===== src/rtl/toc_pkg.sv =====
package toc_pkg;

  // Per-channel control word, packed MSB first: mode[3:2], pol[1], hold_req[0]
  typedef struct packed {
    logic [1:0] mode;
    logic       pol;
    logic       hold_req;
  } chan_ctrl_t;

  localparam int         CTRL_W       = $bits(chan_ctrl_t);
  localparam logic [1:0] MODE_TOGGLE1 = 2'b01;

  localparam chan_ctrl_t CTRL_RST = '{mode: 2'b00, pol: 1'b0, hold_req: 1'b1};

endpackage


===== src/rtl/toc_regs.sv =====
module toc_regs
  import toc_pkg::*;
#(
  parameter int NUM_CH = 4,
  parameter int CNT_W  = 16,
  parameter int ADDR_W = 4
) (
  input  logic                               clk,
  input  logic                               rst,
  input  logic                               wr_en,
  input  logic [ADDR_W-1:0]                  wr_addr,
  input  logic [CNT_W-1:0]                   wr_data,
  output logic [CNT_W-1:0]                   period_o,
  output logic [NUM_CH-1:0][CNT_W-1:0]       cmp_o,
  output chan_ctrl_t [NUM_CH-1:0]            ctrl_o
);

  localparam logic [ADDR_W-1:0] PER_ADDR = '0;

  always_ff @(posedge clk) begin
    if (rst)
      period_o <= '0;
    else if (wr_en && wr_addr == PER_ADDR)
      period_o <= wr_data;
  end

  for (genvar k = 0; k < NUM_CH; k++) begin : g_ch
    localparam logic [ADDR_W-1:0] CMP_ADDR = ADDR_W'(1 + k);
    localparam logic [ADDR_W-1:0] CTL_ADDR = ADDR_W'(1 + NUM_CH + k);

    always_ff @(posedge clk) begin
      if (rst)
        cmp_o[k] <= '0;
      else if (wr_en && wr_addr == CMP_ADDR)
        cmp_o[k] <= wr_data;
    end

    always_ff @(posedge clk) begin
      if (rst)
        ctrl_o[k] <= CTRL_RST;
      else if (wr_en && wr_addr == CTL_ADDR)
        ctrl_o[k] <= chan_ctrl_t'(wr_data[CTRL_W-1:0]);
    end

    // control write lands at the sampling edge
    a_r3_ctrl_write: assert property (@(posedge clk) disable iff (rst)
      (wr_en && wr_addr == CTL_ADDR) |=> ctrl_o[k] == chan_ctrl_t'($past(wr_data[CTRL_W-1:0])));
  end

  // period write lands at the sampling edge
  a_r3_period_write: assert property (@(posedge clk) disable iff (rst)
    (wr_en && wr_addr == PER_ADDR) |=> period_o == $past(wr_data));

endmodule


===== src/rtl/toc_counter.sv =====
module toc_counter #(
  parameter int CNT_W = 16
) (
  input  logic             clk,
  input  logic             rst,
  input  logic [CNT_W-1:0] period_i,
  output logic [CNT_W-1:0] cnt_o
);

  logic at_top;
  assign at_top = (cnt_o == period_i);

  always_ff @(posedge clk) begin
    if (rst)
      cnt_o <= '0;
    else if (at_top)
      cnt_o <= '0;
    else
      cnt_o <= cnt_o + CNT_W'(1);
  end

  // wrap to zero after reaching the period value
  a_r2_wrap: assert property (@(posedge clk) disable iff (rst)
    (cnt_o == period_i) |=> cnt_o == '0);

  // otherwise step by one
  a_r2_step: assert property (@(posedge clk) disable iff (rst)
    (cnt_o != period_i) |=> cnt_o == $past(cnt_o) + CNT_W'(1));

endmodule


===== src/rtl/toc_channel.sv =====
module toc_channel
  import toc_pkg::*;
#(
  parameter int CNT_W = 16
) (
  input  logic             clk,
  input  logic             rst,
  input  logic [CNT_W-1:0] cnt_i,
  input  logic [CNT_W-1:0] cmp_i,
  input  chan_ctrl_t       ctrl_i,
  output logic             pin_o
);

  logic hold, hold_q, rel, match;
  logic tgl_q, frc_q, tgl_d, frc_d, act_d;

  // Held when software requests it or the mode is not the toggle mode
  assign hold  = ctrl_i.hold_req | (ctrl_i.mode != MODE_TOGGLE1);
  assign rel   = hold_q & ~hold;
  assign match = (cnt_i == cmp_i);

  always_comb begin
    tgl_d = tgl_q;
    frc_d = frc_q;
    if (hold) begin
      tgl_d = 1'b0;
      frc_d = 1'b0;
    end else if (rel) begin
      if (match) begin
        // release wins, next match drives inactive
        tgl_d = 1'b1;
        frc_d = 1'b0;
      end else begin
        // forced active, toggle left inactive so first match stretches
        tgl_d = 1'b0;
        frc_d = 1'b1;
      end
    end else if (match) begin
      tgl_d = ~tgl_q;
      frc_d = 1'b0;
    end
    act_d = ~hold & (tgl_d | frc_d);
  end

  always_ff @(posedge clk) begin
    if (rst) begin
      hold_q <= 1'b1;
      tgl_q  <= 1'b0;
      frc_q  <= 1'b0;
      pin_o  <= 1'b0;
    end else begin
      hold_q <= hold;
      tgl_q  <= tgl_d;
      frc_q  <= frc_d;
      pin_o  <= act_d ^ ctrl_i.pol;
    end
  end

  // held channel drives the inactive level
  a_r5_held_inactive: assert property (@(posedge clk) disable iff (rst)
    hold |=> pin_o == $past(ctrl_i.pol));

  // release activates at once
  a_r6_release_active: assert property (@(posedge clk) disable iff (rst)
    rel |=> pin_o != $past(ctrl_i.pol));

  // forced activation persists until match hands over
  a_r7_forced_stays: assert property (@(posedge clk) disable iff (rst)
    (frc_q && !hold) |=> pin_o != $past(ctrl_i.pol));

  // a match in running state flips the pin
  a_r4_toggle: assert property (@(posedge clk) disable iff (rst)
    (!hold && !rel && !frc_q && match && $stable(ctrl_i.pol)) |=> pin_o != $past(pin_o));

endmodule


===== src/rtl/toggle_out_stage.sv =====
module toggle_out_stage
  import toc_pkg::*;
#(
  parameter int NUM_CH = 4,
  parameter int CNT_W  = 16,
  parameter int ADDR_W = $clog2(2 * NUM_CH + 1)
) (
  input  logic              clk,
  input  logic              rst,
  input  logic              wr_en,
  input  logic [ADDR_W-1:0] wr_addr,
  input  logic [CNT_W-1:0]  wr_data,
  output logic [NUM_CH-1:0] pin_o
);

  logic [CNT_W-1:0]             period;
  logic [CNT_W-1:0]             cnt;
  logic [NUM_CH-1:0][CNT_W-1:0] cmp;
  chan_ctrl_t [NUM_CH-1:0]      ctrl;

  toc_regs #(.NUM_CH(NUM_CH), .CNT_W(CNT_W), .ADDR_W(ADDR_W)) u_regs (
    .clk      (clk),
    .rst      (rst),
    .wr_en    (wr_en),
    .wr_addr  (wr_addr),
    .wr_data  (wr_data),
    .period_o (period),
    .cmp_o    (cmp),
    .ctrl_o   (ctrl)
  );

  toc_counter #(.CNT_W(CNT_W)) u_cnt (
    .clk      (clk),
    .rst      (rst),
    .period_i (period),
    .cnt_o    (cnt)
  );

  for (genvar k = 0; k < NUM_CH; k++) begin : g_out
    toc_channel #(.CNT_W(CNT_W)) u_ch (
      .clk    (clk),
      .rst    (rst),
      .cnt_i  (cnt),
      .cmp_i  (cmp[k]),
      .ctrl_i (ctrl[k]),
      .pin_o  (pin_o[k])
    );
  end

  // pins low in the cycle after reset
  a_r1_reset_low: assert property (@(posedge clk)
    rst |=> pin_o == '0);

endmodule


===== config.mk =====
export PLATFORM = sky130hd
export DESIGN_NAME = toggle_out_stage
export DESIGN_NICKNAME = d
export VERILOG_FILES = /design/src/rtl/toc_pkg.sv /design/src/rtl/toc_regs.sv /design/src/rtl/toc_counter.sv /design/src/rtl/toc_channel.sv /design/src/rtl/toggle_out_stage.sv
export SDC_FILE = /design/constraint.sdc
export NUM_CORES = 1
export LEC_CHECK = 0
export BUFFER_PORTS_ARGS = -buffer_cell sky130_fd_sc_hd__buf_2
export CAP_MARGIN = 20
export CORE_MARGIN = 4
export CORE_UTILIZATION = 55
export DETAILED_ROUTE_END_ITERATION = 7
export GPL_TIMING_DRIVEN = 0
export PLACE_DENSITY = 0.72
export REMOVE_ABC_BUFFERS = 1
export SETUP_SLACK_MARGIN = 0.3
export SYNTH_ARGS = -nofsm -noshare
export SYNTH_HDL_FRONTEND = slang
export SYNTH_SLANG_ARGS = --single-unit

===== constraint.sdc =====
create_clock -name clk -period 3.36 [get_ports clk]
set_clock_uncertainty 0.15 [all_clocks]
set_input_delay 1.008 -clock clk [delete_from_list [all_inputs] [get_ports clk]]
set_output_delay 1.008 -clock clk [all_outputs]
set_load 0.01 [all_outputs]

== Word-level counts from Yosys, hierarchy flattened ==
Index checks and enable logic that the tools add are counted.

* $add $sub $neg: 1
* Equal/unequal tests: 17
* Muxes and demuxes: 32
* Bitwise operators: 28
* Reduce and logical (&&, ||, !) cells: 11

{| class="wikitable"
|+ Operator list
! kind !! count
|-
| $eq 16x16->1 || 5
|-
| $mux 1 || 32
|-
| $add 16x1->16 const B || 1
|-
| $eq 4x3->1 const B || 4
|-
| $logic_and 1x1->1 || 9
|-
| $and 1x1->1 || 8
|-
| $eq 4x2->1 const B || 2
|-
| $ne 2x1->1 const B || 4
|-
| $not 1->1 || 8
|-
| $or 1x1->1 || 8
|-
| $eq 4x1->1 const B || 1
|-
| $eq 4x4->1 const B || 1
|-
| $logic_not 4->1 || 1
|-
| $xor 1x1->1 || 4
|-
| $reduce_or 2->1 || 1
|}

* Register bits after elaboration: 128
* Input bits: 23
* Output and inout port bits: 4

== Longest topological paths before layout ==
Gate-level depths: netlist of run 1.

* Word-level depth: 9
* Mapped depth: 7
* Gate-level depth less buffers: 6

== Cells and area by module ==
Synthesis of run 1 repeated with hierarchy kept, for this count alone.

* Cell total of the unflattened synthesis: 610
* Area total of the unflattened synthesis: 6253.5 µm²

{| class="wikitable"
|+ By module, submodules not included
! module !! instances !! cells an instance !! area an instance (µm²) !! sequential area each (µm²)
|-
| toc_regs || 1 || 343 || 3833.7 || 1921.8
|-
| toc_channel || 4 || 42 || 362.8 || 80.1
|-
| toc_counter || 1 || 99 || 968.4 || 320.3
|}

== Worst setup path after synthesis of run 1 ==
OpenSTA, ideal clock, no wires.

* Path type: in2reg
* From: input wr_addr[1]
* To: register u_regs.cmp_o[54] in the netlist's numbering
* Setup time: 0.132 ns
* Arrival: 1.926 ns
* Required time: 3.078 ns
* Path slack: 1.152 ns
* Cell stages on the path: 6
* Cells stage by stage: clkbuf_2 > or3_1 > buf_2 > buf_2 > nand2_1 > a21oi_1

* Cells in the longest elaborated chain, start to end: 2

{| class="wikitable"
|+ RTL lines
! element !! line !! source
|-
| start: declaration || toggle_out_stage.sv:11 || <nowiki>input logic [ADDR_W-1:0] wr_addr,</nowiki>
|-
| $eq 4x3->1 || toc_regs.sv:34 || <nowiki>else if (wr_en && wr_addr == CMP_ADDR)</nowiki>
|-
| $logic_and 1x1->1 || toc_regs.sv:34 ||
|-
| end signal: indexed assignment || toc_regs.sv:35 || <nowiki>cmp_o[k] <= wr_data;</nowiki>
|-
| end: declaration || toc_regs.sv:14 || <nowiki>output logic [NUM_CH-1:0][CNT_W-1:0] cmp_o,</nowiki>
|}

Every way passes these cells.
A chain may end at the register's enable or synchronous reset.

== Worst setup path in the final report of run 1 ==
* From: input wr_addr[3]
* To: register u_regs.cmp_o[35] in the netlist's numbering

* Cells in the longest elaborated chain, start to end: 2

{| class="wikitable"
|+ RTL lines
! element !! line
|-
| $eq 4x2->1 || toc_regs.sv:34
|-
| $logic_and 1x1->1 || toc_regs.sv:34
|}

Every way passes these cells.

==> metrics.md, run 1 <==
| Metric | Value |
|---|---|
| CTS H-tree depth | 4 |
| Synthesis Warnings | 0 |
| Setup bufs post-CTS | 0 |
| Residual DRC | 0 |
| Row cnt | 37 |
| PortBufs | 26 |
| Data arrival time of the critical path | 2.62 ns |
| Worst EP required | 3.60 ns |
| Die Footprint | 0.0125 mm2 |
| Vias | 4152 |
| Hold Buf Count CTS | 0 |
| Cell count of the worst reg-to-reg path | 4 |
| CTS sink cnt | 128 |
| Pre-CTS setup slack | 0.426 ns |
| Clk_lat worst skew | 0.51 ns |
| Fmax | 420 MHz |
| Gp weighted congestion | 0.777 |
| Largest net degree at the start of global routing | 79 |
| Initial core utilization | 0.569 |
| Syn avg cell area | 9.45 um2 |
| Clk buf depth | 2 |
| Top Ports | 27 |
| Class of the most critical setup path | in2reg |
| Layout net count | 651 |
| Asr flop ratio synth | 0 |
| Worst vdd ir | 0.302 mV |
| Starting DRT DRC Count | 195 |
| Layout cells sized above 1 | 0.116 |
| CP peak stage delay | 0.86 ns |
| Detailed Route WL | 12300 um |
| DR pass1 iterations | 5 |
| Vias in the first global route | 4316 |
| Core area | 0.0104 mm2 |
| Placed cell count | 743 |
| Outcome | finished, final reports clean |
| Start of the worst register-to-register path | u_cnt.cnt_o[10]$_SDFF_PP0_ |
| Worst path cell trace | buf_2 -> nor3b_4 -> and2b_1 -> mux2i_1 -> nor2_1 |
| Crit end category | flip-flop |
| Area growth from synthesis to layout | 12.2% |
| Power Total | 0.00378 W |
| Worst-path clk slew | 0.06 ns |
| Pleak | 2.85 nW |
| Vias per cell | 5.35 |
| Setup crit start kind | input port |
| Setup TNS | 0 ns |
| Initial antenna violation count | 0 |
| Netlist Area Pre-Place | 0.00592 mm2 |
| Maxcap violations | 0 |
| Worst-margin pin slew | 1.05 ns |
| Metal3 WL | 667 um |
| Antenna-violating nets left | 0 |
| Fin. Hold Viols | 0 |
| CTS buffer count | 17 |
| Drt wl/cell | 15.9 um |
| Dpl hpwl | 8270 um |
| Final setup violation count | 0 |
| Inserted Diodes | 0 |
| First-pass GRT wire length | 20800 um |
| Fin worst setup slack | 0.980 ns |
| Crit-path slowest cell | and2b_1 |
| CTS tree | yes |
| Slew HR | 0.303 |
| Setup slack, reg-to-reg | 1.25 ns |
| Total grt overflow | 0 |
| Hold WC Path Type | reg2reg |
| R2r endpoint | u_cnt.cnt_o[3]$_SDFF_PP0_ |
| End of the critical path | u_regs.cmp_o[35]$_SDFFE_PP0P_ |
| Clock period minus worst slack | 2.38 ns |
| GR Util All Layers | 0.207 |
| Post-synthesis sequential area ratio | 0.433 |
| Number of flops mapped to enable cells by yosys | 0 |
| Die Span Y | 112 um |
| Layout Cells excl Fill | 776 |
| Critical path startpoint | wr_addr[3] |
| Main flop type after synthesis | dfxtp_1 |
| Power density over cell area | 568 mW/mm2 |
| Worst Path Max Fanout | 16 |
| Die Wd | 112 um |
| FF+latch count, synth | 128 |
| Mapped Cells | 627 |
| Cts repair resizes | 0 |
| Top Metal Used | met4 |
| Root Driver | clkbuf_8 |
| Max-slew violations | 0 |
| RSZ-0062 raised after global routing | false |
| Metal2 WL | 6070 um |
| Fin crit share | 0.708 |
| Met1 WL | 5440 um |
| Yosys cell types | 39 |
| Worst Hold Slack | 0.322 ns |
| HP Start | u_regs.cmp_o[53]$_SDFFE_PP0P_ |
## metrics by stage
step,util,instance area (um2)
after detailed placement,0.576,6000
after global routing,0.638,6640
after floorplan,-,5620
after CTS,0.637,6630
final,0.638,6640
after global placement,0.568,5920
## worst min-delay path by stage
stage / to / slack, ns / cells past startpoint
final: u_regs.cmp_o[53]$_SDFFE_PP0P_ / 0.32 / 2
after detailed placement: u_regs.ctrl_o[12]$_SDFFE_PP1P_ / 0.31 / 1
after CTS: u_regs.cmp_o[57]$_SDFFE_PP0P_ / 0.32 / 2
after global placement: u_regs.ctrl_o[12]$_SDFFE_PP1P_ / 0.30 / 1
after global routing: u_regs.ctrl_o[12]$_SDFFE_PP1P_ / 0.34 / 1
after floorplan: u_regs.ctrl_o[12]$_SDFFE_PP1P_ / 0.29 / 1
## Yosys cell counts (2+ instances only)
cell type  instances  share of area
clkbuf_2           2         0.0017
nor2_1           109          0.069
nand2b_1          12          0.013
mux2i_1           76           0.13
nand4_1           17          0.018
nor2b_1            3         0.0032
nor3b_2            2         0.0042
a21oi_1           24          0.020
nor3b_1            4         0.0051
nand2_1           42          0.027
clkbuf_1          10         0.0063
buf_1              3         0.0019
and3_1            10          0.011
nor3_2             2         0.0034
inv_1              3         0.0019
nor4_1             4         0.0042
buf_2             15          0.013
xnor2_1           67          0.099
a211o_1            4         0.0059
buf_6              5         0.0095
or3_1              5         0.0053
o21bai_1           4         0.0051
buf_4             13          0.016
nand3b_1           2         0.0025
nand3_1            8         0.0068
dfxtp_1          128           0.43
xor2_1            31          0.046
nor3_1             5         0.0042
o21ai_0            4         0.0034
nor4_4             4          0.014
## cell usage in the layout (no fill, tap or decap), types with 2 or more instances in the layout
master / n
xor2_1: 31
nor3b_2: 2
nand3_1: 8
nor3_1: 5
mux2i_1: 76
clkinv_4: 2
dfxtp_1: 128
nor3b_1: 4
buf_2: 25
nand3b_1: 2
nor4_1: 4
nor2b_1: 3
buf_16: 3
xnor2_1: 67
clkinv_2: 3
clkinvlp_4: 3
bufinv_16: 5
a21oi_1: 24
nand2_1: 42
and3_1: 10
nor3_2: 2
inv_1: 3
o21bai_1: 4
or3_1: 5
o21ai_0: 4
a211o_1: 4
clkbuf_16: 16
nor2_1: 109
nand4_1: 17
nor4_4: 4
nand2b_1: 12
## logic make-up after synthesis
group           after synthesis  synth area share
compound gates               37            0.0365
xor+xnor                     98             0.145
fa+ha+maj                     1           0.00211
buf+inv                      52            0.0539
flops                       128             0.433
mux                          76             0.128
simple gates                235             0.202
## cell type report
cell class	count	area [um2]
Multi-Input combinational cell	447	3040
Tap cell	136	170
Inverter	3	11.3
Fill cell	826	3770
Clock inverter	14	214
Timing Repair Buffer	30	226
Clock buffer	18	418
Sequential cell	128	2560
## flip-flops by register name, indices dropped and copies added (netlist names)
register,count
u_regs.ctrl_o,16
g_out.u_ch.tgl_q,4
g_out.u_ch.frc_q,4
u_cnt.cnt_o,16
g_out.u_ch.pin_o,4
g_out.u_ch.hold_q,4
u_regs.cmp_o,64
u_regs.period_o,16
## layer usage
layer | global-route usage | vias to the layer above
met5 | 0 | -
met4 | 0.0843 | 0
met3 | 0.0522 | 13
met2 | 0.352 | 110
met1 | 0.251 | 1957
li1 | - | 2072
## where the power goes
part	switching [W]	total [W]	leakage, nW	internal (W)
sequential	0.0000217	0.00156	1.03	0.00154
clock	0.000672	0.00195	0.301	0.00128
combinational	0.000154	0.000265	1.51	0.000111
## worst max-delay path, delay by kind of cell
kind / cells / cell delay, ns
muxes: 1 / 0.28
and+or+nand+nor: 3 / 1.19
buffers and inverters: 1 / 0.13
Note: power is estimated with default switching activity, not from simulation.
==> run 2, diff against run 1 <==
PLACE_DENSITY = 0.75   (was 0.72)
clock period = 2.09 ns   (was 3.36 ns; I/O delays follow)
==> metrics.md, run 2 (synthesized netlist as in run 1, its figures left out) <==
| Metric | Value |
|---|---|
| P_int | 0.00462 W (+58%) |
| Crit-path slowest cell | nand3b_1 |
| Sw Ratio | 0.232 (+0.00699) |
| Crit end category | flip-flop |
| Inserted Diodes | 0 (unchanged) |
| Combinational cell fraction of total power | 0.076 (+0.006) |
| Area occupied by multi-input gates | 0.00312 mm2 (+2.6%) |
| Slew HR | 0.490 (+0.187) |
| Root Driver | clkbuf_8 |
| R2r endpoint | u_cnt.cnt_o[2]$_SDFF_PP0_ |
| Initial core utilization | 0.569 (unchanged) |
| Die Footprint | 0.0125 mm2 (unchanged) |
| Total grt overflow | 0 (unchanged) |
| Hold WC Path Type | in2reg |
| CP peak stage delay | 0.40 ns (-0.46 ns) |
| RSZ-0062 raised after global routing | true |
| Max reg flops | 64 (unchanged) |
| Power Total | 0.00601 W (+59%) |
| Area growth from synthesis to layout | 15.0% |
| Area post-placement | 0.00597 mm2 (-0.46%) |
| Class of the most critical setup path | in2reg |
| CTS buffer count | 17 (unchanged) |
| Clk_lat worst skew | 0.52 ns (about the same) |
| Layout Cells excl Fill | 782 (+0.77%) |
| Vias | 4259 (+2.6%) |
| GR Util All Layers | 0.210 (+0.00264) |
| Fin crit share | 0.834 |
| Most frequent cells in the layout | dfxtp_1 (112), nor2_1 (109), mux2i_1 (76), xnor2_1 (60), nand2_1 (42) |
| Antenna-violating nets left | 0 (unchanged) |
| Start of the worst register-to-register path | u_cnt.cnt_o[11]$_SDFF_PP0_ |
| Cell area after layout | 0.00681 mm2 (+2.6%) |
| Setup crit start kind | input port |
| Maxcap violations | 0 (unchanged) |
| Worst path cell trace | buf_2 -> nor3b_4 -> nand3b_1 -> buf_16 -> mux2i_1 -> nor2_1 |
| Fin. Hold Viols | 0 (unchanged) |
| Top Ports | 27 (unchanged) |
| Final setup violation count | 0 (unchanged) |
| Setup slack, reg-to-reg | 0.35 ns (-0.90 ns) |
| Layout cells sized above 1 | 0.164 (+0.0485) |
| Power density over cell area | 883 mW/mm2 (+55%) |
| PortBufs | 26 (unchanged) |
| Residual DRC | 0 (unchanged) |
| Vias in the first global route | 4336 (+0.46%) |
| HP Start | wr_data[7] |
| Pleak | 2.91 nW (+2.1%) |
| Row cnt | 37 (unchanged) |
| Worst-path clk slew | 0.06 ns (about the same) |
| Cell count of the worst reg-to-reg path | 6 (+2) |
| Clk buf depth | 2 (unchanged) |
| Worst vdd ir | 0.750 mV (+150%) |
| CTS H-tree depth | 4 (unchanged) |
| Worst Hold End | u_regs.cmp_o[55]$_SDFFE_PP0P_ |
| Dpl hpwl | 8340 um (+0.83%) |
| Vias per cell | 5.45 (+1.8%) |
| Gp weighted congestion | 0.798 (+2.7%) |
| Placed cell count | 742 (-0.13%) |
| Worst Path Max Fanout | 12 (-4) |
| Clock Power Share | 0.509 (-0.008) |
| Drt wl/cell | 16.4 um (+3.1%) |
| First-pass GRT wire length | 21000 um (+0.83%) |
| Fillers | 811 (-1.8%) |
| Top reg by flops | u_regs.cmp_o |
| FF+latch area | 0.00262 mm2 (+2.3%) |
| Setup TNS | 0 ns (unchanged) |
| Hold depth | 3 (+1) |
| Core area | 0.0104 mm2 (unchanged) |
| Clock period minus worst slack | 1.74 ns |
| Sw Pwr | 0.00139 W (+64%) |
| Die Span Y | 112 um (unchanged) |
| Fmax | 574 MHz |
| Max-slew violations | 0 (unchanged) |
| Worst Hold Slack | 0.242 ns (-0.0800 ns) |
| DR pass1 iterations | 5 (unchanged) |
| CTS tree | yes |
| Data arrival time of the critical path | 1.98 ns (-0.64 ns) |
| Seq pwr share | 0.415 (+0.002) |
| Layout net count | 657 (+0.92%) |
| Outcome | finished, final reports clean |
| Largest net degree at the start of global routing | 69 (-13%) |
| Most common cell after layout, fill and taps aside | dfxtp_1 |
| Worst EP required | 2.33 ns (-1.27 ns) |
| Worst-margin pin slew | 0.763 ns (-0.283 ns) |
| Starting DRT DRC Count | 246 (+26%) |
| Initial antenna violation count | 0 (unchanged) |
| CTS sink cnt | 128 (unchanged) |
| Die Wd | 112 um (unchanged) |
| Detailed Route WL | 12800 um (+3.9%) |
[run 2: cell types whose count changed in the layout (fill, tap and decap cells not counted), moves of 2 or more]
cell     before  now
dfxtp_1     128  112
dfxtp_4       0   16
xnor2_1      67   60
xnor2_2       0    7
buf_4         1    7
buf_12        0    2
nor3_4        0    2
[run 2: routing by layer]
metal | part of all wire | track usage | vias up
met2 | 0.50 | 0.345 | 87
li1 | - | - | 2091
met4 | 0.026 | 0.0989 | 0
met3 | 0.050 | 0.0592 | 31
met5 | 0 | 0 | -
met1 | 0.43 | 0.254 | 2050
[run 2: how the worst max path moves through the flow]
stage | start | endpoint | slack [ns]
floorplan | wr_addr[3] | u_regs.cmp_o[16]$_SDFFE_PP0P_ | 0.02
global placement | rst | u_cnt.cnt_o[15]$_SDFF_PP0_ | -0.69
detailed placement | wr_en | u_regs.cmp_o[15]$_SDFFE_PP0P_ | -0.61
CTS | u_cnt.cnt_o[7]$_SDFF_PP0_ | g_out[1].u_ch.tgl_q$_SDFF_PP0_ | 0.31
global route | u_cnt.cnt_o[1]$_SDFF_PP0_ | g_out[1].u_ch.tgl_q$_SDFF_PP0_ | 0.27
finish | wr_addr[3] | u_regs.cmp_o[17]$_SDFFE_PP0P_ | 0.35
[run 2: area by class of cell]
type                            instances  share of cell area
Timing Repair Buffer                   36              0.0400
Inverter                                3             0.00165
Clock inverter                         13              0.0274
Clock buffer                           19              0.0633
Sequential cell                       128               0.385
Tap cell                              136              0.0250
Multi-Input combinational cell        447               0.458
[run 2: per-stage QoR]
step,utilization,setup slack (ns)
after floorplan,-,0.0190
after global routing,0.654,0.271
after global placement,0.568,-0.688
after CTS,0.641,0.305
final,0.654,0.348
after detailed placement,0.573,-0.613
[run 2: critical path, delay by kind of cell]
kind	cells	cell delay, ns
muxes	1	0.17
and+or+nand+nor	3	0.73
buffers and inverters	2	0.44
[run 2: power groups by stage]
stage | registers, W | logic (W) | clock network (W)
after floorplan | 0.00255 | 0.000259 | 0
after global placement | 0.00256 | 0.000403 | 0
after detailed placement | 0.00256 | 0.000422 | 0
after CTS | 0.00251 | 0.000453 | 0.00311
after global routing | 0.00250 | 0.000495 | 0.00322
final | 0.00249 | 0.000458 | 0.00306
[run 2: timing repair]
item | 4_1_cts | 5_1_grt
buffers inserted | 3 | 5
gates cloned | 0 | 0
endpoints found under the hold margin | 0 | 0
hold buffers | 0 | 0
resized for setup | 21 | 23
pin swaps | 7 | 10
endpoints found under the setup margin | 76 | 24
